`config.mk`:
```
export PLATFORM = sky130hd
export DESIGN_NAME = pt_walker
export DESIGN_NICKNAME = d
export VERILOG_FILES = /design/src/rtl/ptw_pkg.sv /design/src/rtl/ptw_addr_gen.sv /design/src/rtl/ptw_seq.sv /design/src/rtl/pt_walker.sv
export SDC_FILE = /design/constraint.sdc
export NUM_CORES = 1
export LEC_CHECK = 0
export ABC_AREA = 0
export BUFFER_PORTS_ARGS = -buffer_cell sky130_fd_sc_hd__clkbuf_2
export CORE_AREA = 2 2 94 114
export CTS_CLUSTER_SIZE = 40
export DETAILED_ROUTE_END_ITERATION = 12
export DIE_AREA = 0 0 96 116
export PLACE_DENSITY = 0.78
export SYNTH_ARGS = -nofsm -noshare
export SYNTH_HDL_FRONTEND = slang
export SYNTH_SLANG_ARGS = --single-unit
export TNS_END_PERCENT = 5
```
`constraint.sdc`:
```
create_clock -name clk -period 1.84 [get_ports clk]
set_clock_uncertainty 0.05 [all_clocks]
set_input_delay 0.092 -clock clk [delete_from_list [all_inputs] [get_ports clk]]
set_output_delay 0.092 -clock clk [all_outputs]
set_load 0.03 [all_outputs]
```
`src/rtl/ptw_pkg.sv`:
```
package ptw_pkg;
  typedef enum logic [2:0] {
    ST_IDLE,
    ST_ROOT_REQ,
    ST_ROOT_WAIT,
    ST_LEAF_REQ,
    ST_LEAF_WAIT,
    ST_DONE
  } walk_state_e;

  localparam int unsigned PTE_VALID_BIT = 0;
endpackage

```
`src/rtl/ptw_addr_gen.sv`:
```
module ptw_addr_gen #(
  parameter int unsigned VA_W      = 32,
  parameter int unsigned PA_W      = 32,
  parameter int unsigned PAGE_BITS = 12,
  parameter int unsigned PTE_BYTES = 4
) (
  input  logic                      leaf_i,
  input  logic [PA_W-PAGE_BITS-1:0] root_frame_i,
  input  logic [PA_W-PAGE_BITS-1:0] next_frame_i,
  input  logic [VA_W-PAGE_BITS-1:0] vpn_i,
  output logic [PA_W-1:0]           addr_o
);
  localparam int unsigned VPN_W     = VA_W - PAGE_BITS;
  localparam int unsigned LO_W      = VPN_W / 2;
  localparam int unsigned HI_W      = VPN_W - LO_W;
  localparam int unsigned FRAME_W   = PA_W - PAGE_BITS;
  localparam int unsigned PTE_SHIFT = $clog2(PTE_BYTES);

  logic [HI_W-1:0]    idx;
  logic [FRAME_W-1:0] frame;
  logic [PA_W-1:0]    offset;

  // Level select picks both the table base and the index slice.
  always_comb begin
    if (leaf_i) begin
      idx   = HI_W'(vpn_i[LO_W-1:0]);
      frame = next_frame_i;
    end else begin
      idx   = vpn_i[VPN_W-1:LO_W];
      frame = root_frame_i;
    end
    offset = PA_W'(idx) << PTE_SHIFT;
    addr_o = {frame, {PAGE_BITS{1'b0}}} + offset;
  end
endmodule

```
`src/rtl/ptw_seq.sv`:
```
module ptw_seq
  import ptw_pkg::*;
#(
  parameter int unsigned VA_W      = 32,
  parameter int unsigned PA_W      = 32,
  parameter int unsigned PAGE_BITS = 12,
  parameter int unsigned PTE_BYTES = 4
) (
  input  logic                      clk,
  input  logic                      rst_n,
  input  logic [PA_W-PAGE_BITS-1:0] root_frame_i,
  input  logic                      miss_valid_i,
  output logic                      miss_ready_o,
  input  logic [VA_W-1:0]           miss_vaddr_i,
  output logic                      rsp_valid_o,
  input  logic                      rsp_ready_i,
  output logic [VA_W-1:0]           rsp_vaddr_o,
  output logic [PTE_BYTES*8-1:0]    rsp_pte_o,
  output logic                      rsp_fault_o,
  output logic                      rsp_leaf_o,
  output logic                      mem_req_valid_o,
  input  logic                      mem_req_ready_i,
  input  logic                      mem_rsp_valid_i,
  input  logic [PTE_BYTES*8-1:0]    mem_rsp_data_i,
  output logic                      leaf_sel_o,
  output logic [PA_W-PAGE_BITS-1:0] root_frame_o,
  output logic [PA_W-PAGE_BITS-1:0] next_frame_o,
  output logic [VA_W-PAGE_BITS-1:0] vpn_o
);
  localparam int unsigned FRAME_W = PA_W - PAGE_BITS;
  localparam int unsigned PTE_W   = PTE_BYTES * 8;

  walk_state_e        state_q;
  logic [VA_W-1:0]    vaddr_q;
  logic [FRAME_W-1:0] root_q;
  logic [FRAME_W-1:0] next_q;
  logic [PTE_W-1:0]   pte_q;
  logic               fault_q;
  logic               leaf_q;
  logic               entry_ok;

  assign entry_ok = mem_rsp_data_i[PTE_VALID_BIT];

  always_ff @(posedge clk or negedge rst_n) begin
    if (!rst_n) begin
      state_q <= ST_IDLE;
      vaddr_q <= '0;
      root_q  <= '0;
      next_q  <= '0;
      pte_q   <= '0;
      fault_q <= 1'b0;
      leaf_q  <= 1'b0;
    end else begin
      unique case (state_q)
        ST_IDLE: if (miss_valid_i) begin
          vaddr_q <= miss_vaddr_i;
          root_q  <= root_frame_i;
          state_q <= ST_ROOT_REQ;
        end
        ST_ROOT_REQ: if (mem_req_ready_i) state_q <= ST_ROOT_WAIT;
        ST_ROOT_WAIT: if (mem_rsp_valid_i) begin
          pte_q <= mem_rsp_data_i;
          if (!entry_ok) begin
            fault_q <= 1'b1;
            leaf_q  <= 1'b0;
            state_q <= ST_DONE;
          end else begin
            next_q  <= mem_rsp_data_i[PAGE_BITS +: FRAME_W];
            state_q <= ST_LEAF_REQ;
          end
        end
        ST_LEAF_REQ: if (mem_req_ready_i) state_q <= ST_LEAF_WAIT;
        ST_LEAF_WAIT: if (mem_rsp_valid_i) begin
          pte_q   <= mem_rsp_data_i;
          fault_q <= !entry_ok;
          leaf_q  <= 1'b1;
          state_q <= ST_DONE;
        end
        ST_DONE: if (rsp_ready_i) state_q <= ST_IDLE;
        default: state_q <= ST_IDLE;
      endcase
    end
  end

  assign miss_ready_o    = (state_q == ST_IDLE);
  assign mem_req_valid_o = (state_q == ST_ROOT_REQ) || (state_q == ST_LEAF_REQ);
  assign rsp_valid_o     = (state_q == ST_DONE);
  assign leaf_sel_o      = (state_q == ST_LEAF_REQ);
  assign rsp_vaddr_o     = vaddr_q;
  assign rsp_pte_o       = pte_q;
  assign rsp_fault_o     = fault_q;
  assign rsp_leaf_o      = leaf_q;
  assign root_frame_o    = root_q;
  assign next_frame_o    = next_q;
  assign vpn_o           = vaddr_q[VA_W-1:PAGE_BITS];


  miss_starts_root_read_chk: assert property (@(posedge clk) disable iff (!rst_n)
    miss_valid_i && miss_ready_o |=> mem_req_valid_o && !leaf_sel_o);


  rsp_hold_chk: assert property (@(posedge clk) disable iff (!rst_n)
    rsp_valid_o && !rsp_ready_i |=> rsp_valid_o && $stable(rsp_pte_o) &&
      $stable(rsp_fault_o) && $stable(rsp_leaf_o) && $stable(rsp_vaddr_o));


  one_phase_chk: assert property (@(posedge clk) disable iff (!rst_n)
    $onehot0({miss_ready_o, mem_req_valid_o, rsp_valid_o}));


  good_result_is_valid_leaf_chk: assert property (@(posedge clk) disable iff (!rst_n)
    rsp_valid_o && !rsp_fault_o |-> rsp_leaf_o && rsp_pte_o[PTE_VALID_BIT]);


  root_result_is_fault_chk: assert property (@(posedge clk) disable iff (!rst_n)
    rsp_valid_o && !rsp_leaf_o |-> rsp_fault_o && !rsp_pte_o[PTE_VALID_BIT]);
endmodule

```
`src/rtl/pt_walker.sv`:
```
module pt_walker #(
  parameter int unsigned VA_W      = 32,
  parameter int unsigned PA_W      = 32,
  parameter int unsigned PAGE_BITS = 12,
  parameter int unsigned PTE_BYTES = 4
) (
  input  logic                      clk,
  input  logic                      rst_n,
  input  logic [PA_W-PAGE_BITS-1:0] root_frame_i,
  input  logic                      miss_valid_i,
  output logic                      miss_ready_o,
  input  logic [VA_W-1:0]           miss_vaddr_i,
  output logic                      rsp_valid_o,
  input  logic                      rsp_ready_i,
  output logic [VA_W-1:0]           rsp_vaddr_o,
  output logic [PTE_BYTES*8-1:0]    rsp_pte_o,
  output logic                      rsp_fault_o,
  output logic                      rsp_leaf_o,
  output logic                      mem_req_valid_o,
  input  logic                      mem_req_ready_i,
  output logic [PA_W-1:0]           mem_req_addr_o,
  input  logic                      mem_rsp_valid_i,
  input  logic [PTE_BYTES*8-1:0]    mem_rsp_data_i
);
  localparam int unsigned FRAME_W = PA_W - PAGE_BITS;
  localparam int unsigned VPN_W   = VA_W - PAGE_BITS;

  logic               leaf_sel;
  logic [FRAME_W-1:0] root_frame;
  logic [FRAME_W-1:0] next_frame;
  logic [VPN_W-1:0]   vpn;

  ptw_seq #(
    .VA_W(VA_W), .PA_W(PA_W), .PAGE_BITS(PAGE_BITS), .PTE_BYTES(PTE_BYTES)
  ) u_seq (
    .clk             (clk),
    .rst_n           (rst_n),
    .root_frame_i    (root_frame_i),
    .miss_valid_i    (miss_valid_i),
    .miss_ready_o    (miss_ready_o),
    .miss_vaddr_i    (miss_vaddr_i),
    .rsp_valid_o     (rsp_valid_o),
    .rsp_ready_i     (rsp_ready_i),
    .rsp_vaddr_o     (rsp_vaddr_o),
    .rsp_pte_o       (rsp_pte_o),
    .rsp_fault_o     (rsp_fault_o),
    .rsp_leaf_o      (rsp_leaf_o),
    .mem_req_valid_o (mem_req_valid_o),
    .mem_req_ready_i (mem_req_ready_i),
    .mem_rsp_valid_i (mem_rsp_valid_i),
    .mem_rsp_data_i  (mem_rsp_data_i),
    .leaf_sel_o      (leaf_sel),
    .root_frame_o    (root_frame),
    .next_frame_o    (next_frame),
    .vpn_o           (vpn)
  );

  ptw_addr_gen #(
    .VA_W(VA_W), .PA_W(PA_W), .PAGE_BITS(PAGE_BITS), .PTE_BYTES(PTE_BYTES)
  ) u_addr (
    .leaf_i       (leaf_sel),
    .root_frame_i (root_frame),
    .next_frame_i (next_frame),
    .vpn_i        (vpn),
    .addr_o       (mem_req_addr_o)
  );


  mem_req_hold_chk: assert property (@(posedge clk) disable iff (!rst_n)
    mem_req_valid_o && !mem_req_ready_i |=> mem_req_valid_o && $stable(mem_req_addr_o));


  idle_ignores_mem_rsp_chk: assert property (@(posedge clk) disable iff (!rst_n)
    miss_ready_o && !miss_valid_i |=> miss_ready_o && !mem_req_valid_o);
endmodule

```
==> impl_metrics.yaml <==
outcome:
  status: "finished, final reports clean"
global_route:
  grt_max_degree: 53
  grt_pass1_vias: 3983
  grt-ovfl-total: 0
  grt_use_total_pct: 24.8
  grt_pass1_wl_mm: 20.6
  antenna_found_initial: 0
detailed_routing:
  viasPerCell: 5.01
  drt-met1-wl_mm: 4.85
  drtPass1Iterations: 4
  remaining_drc_errors: 0
  met2WireLength_mm: 7.51
  wirelength_mm: 13.3
  topRoutingLayerUsed: "met4"
  first_iter_violations: 150
  wire_per_inst_um: 18.9
  via_count: 3530
  antenna_left: 0
  met3WireLength_um: 530
pwr:
  pwr_density_cell_mw_per_mm2: 1980
  switching_share_pct: 41.2
  p_seq_share_pct: 30.8
  power.share.clock_pct: 14.8
  p_switching_mw: 5.93
  p_int_mw: 8.45
  power_mw: 14.4
  power_frac_comb_pct: 54.5
  total_leakage_power_nw: 3.52
  ir_drop_v: 0.00157
placement:
  gp_routability_congestion: 0.872
  hpwl_mm: 7.67
  port_buffers: 188
  dp.cells: 600
  pre_cts_slack_ns: 0.0113
setup_path:
  cp.arrival_ns: 1.70
  cp-startpoint: "u_seq.state_q[1]"
  cp-start-kind: "register"
  endpoint_kind: "output pin"
  rr_startpoint: "u_seq.state_q[1]"
  reg2reg_slack_ns: 0.03
  rr_worst_depth: 4
  r2r_end: "u_seq.rsp_vaddr_o[20]"
  critPathKind: "reg -> out"
  crit_required_ns: 1.70
  cp_max_fo: 15
logic_synthesis:
  synthCells: 293
  synth_area_leaders: "dfrtp_1, mux2_2, mux2_4"
  ys_seq_area_share_pct: 57.8
  synth-seq-cells: 109
  yosys_warnings: 0
  synth.distinct_cells: 28
  syn_area_mm2: 0.00472
  avgSynthCellArea_um2: 16.1
  synth_top_area_share_pct: 57.8
  yosys.area.top_type: "dfrtp_1"
timing:
  setup_tns_ns: 0
  drv_slew: 0
  fin_crit_ns: 1.84
  fin_crit_sh_pct: 100
  layout_setup_ws_ns: 0.000629
  rsz0062_at_grt: "true"
  fmax_mhz: 544
  final_hold_viol_count: 0
  setup_viol: 0
min_path:
  hold_path_depth: 2
  hp-class: "in -> reg"
  hp-start: "mem_rsp_data_i[0]"
  holdPathEnd: "u_seq.rsp_pte_o[0]"
clock_tree:
  cts_htree_levels: 3
  cts_tree: "built"
  cts_max_path_buffers: 2
  cts_buffers: 9
  clock_sinks: 109
  clk_latency_ns: 0.34
  clk_pin_slew_worst_paths_ns: 0.07
  cts_root_buf: "clkbuf_16"
final_layout:
  final_common_cell: "clkbuf_2"
  final_nets: 665
  fin_cells: 705
  drive_gt1_share_pct: 62.3
  syn_to_final_growth_pct: 54.2
  post-route-util_pct: 73.1
  diodes: 0
  layout_common_cells: "clkbuf_2, dfrtp_1, mux2_2, dlygate4sd3_1, mux2_4"
  fillers: 644
floorplan:
  die_x_um: 96
  row_count: 40
  core-area_mm2: 0.00996
  die_y_um: 116
  start_util_pct: 47.4
  dieArea_mm2: 0.0111
  top_level_ports: 191
job:
  drv_cap: 0
==> metrics by stage <==
step | hold slack (ns) | cell area [um^2]
after floorplan | -0.254 | 4720
after global placement | -0.000671 | 5790
after detailed placement | 0.0142 | 5790
after CTS | 0.00437 | 7240
after global routing | 0.0241 | 7280
final | 0.0111 | 7280
==> cell type report <==
class	count	area (um^2)	area share, %
clock buffer	12	267	3.66
multi-input combinational	163	1830	25.2
sequential	109	2730	37.5
clock inverter	3	67.6	0.929
tap	126	158	2.17
inverter	3	11.3	0.155
timing repair buffer	289	2210	30.4
==> cells in the mapped netlist <==
| cell | n |
|---|---|
| a21oi_1 | 3 |
| a22o_1 | 1 |
| a31oi_1 | 2 |
| buf_2 | 6 |
| buf_4 | 3 |
| buf_6 | 10 |
| conb_1 | 1 |
| dfrtp_1 | 109 |
| inv_1 | 3 |
| mux2_1 | 1 |
| mux2_2 | 103 |
| mux2_4 | 30 |
| nand2_1 | 3 |
| nand2b_1 | 1 |
| nand3_1 | 2 |
| nor2_1 | 2 |
| nor2b_1 | 2 |
| nor2b_2 | 1 |
| nor3_1 | 1 |
| nor4b_4 | 1 |
| o211ai_1 | 1 |
| o21a_1 | 1 |
| o21ai_0 | 1 |
| o221a_2 | 1 |
| o221ai_1 | 1 |
| o41ai_1 | 1 |
| or3b_2 | 1 |
| xor2_1 | 1 |
==> per-layer routing <==
layer | track usage, % | up-vias
met3 | 4.23 | 33
li1 | - | 1596
met1 | 26.8 | 1772
met2 | 46.4 | 129
met5 | 0 | -
met4 | 11.3 | 0
==> state kept, by name, indices dropped and copies added (netlist names) <==
name	count
u_seq.rsp_pte_o	32
u_seq.next_frame_o	20
u_seq.rsp_leaf_o	1
u_seq.state_q	3
u_seq.rsp_vaddr_o	32
u_seq.rsp_fault_o	1
u_seq.root_frame_o	20
==> timing repair <==
item | in CTS | in global routing
hold buffers | 85 | 0
endpoints found under the hold margin | 133 | 0
gates cloned | 1 | 0
endpoints found under the setup margin | 30 | 39
resized for setup | 54 | 19
buffers inserted | 2 | 2
==> power groups by stage <==
| stage | clock network (mW) | logic [mW] | registers, mW |
|---|---|---|---|
| 6_report | 2.12 | 7.84 | 4.43 |
| 5_1_grt | 2.28 | 8.19 | 4.56 |
| 4_1_cts | 2.17 | 7.59 | 4.38 |
| 3_5_place_dp | 0 | 6.75 | 4.41 |
| 3_3_place_gp | 0 | 6.62 | 4.33 |
| 2_1_floorplan | 0 | 3.64 | 5.67 |
==> worst max-delay path, cell delays in order, from the launching register on <==
cell,delay [ns]
dfrtp_2,0.40
nor2b_4,0.14
nand2_4,0.10
buf_16,0.17
mux2_2,0.36
buf_4,0.18
==> how the worst max path moves through the flow <==
stage / endpoint / slack (ns)
2_1_floorplan: u_seq.root_frame_o[19] / 0.15
3_3_place_gp: u_seq.rsp_pte_o[1] / 0.13
3_5_place_dp: u_seq.rsp_pte_o[1] / 0.01
4_1_cts: mem_req_addr_o[10] / -0.005
5_1_grt: mem_req_addr_o[3] / -0.05
6_report: mem_req_addr_o[3] / 0.0006
==> cells by family after synthesis <==
group / Yosys count / synth area share [%]
muxes: 134 / 34.4
DFF: 109 / 57.8
and+or+nand+nor: 14 / 1.99
other: 1 / 0.0795
buffers and inverters: 22 / 3.74
AOI/OAI and AO/OA: 12 / 1.80
xor gates and xnor gates: 1 / 0.186
No activity file was read; power rests on OpenSTA's default activity.
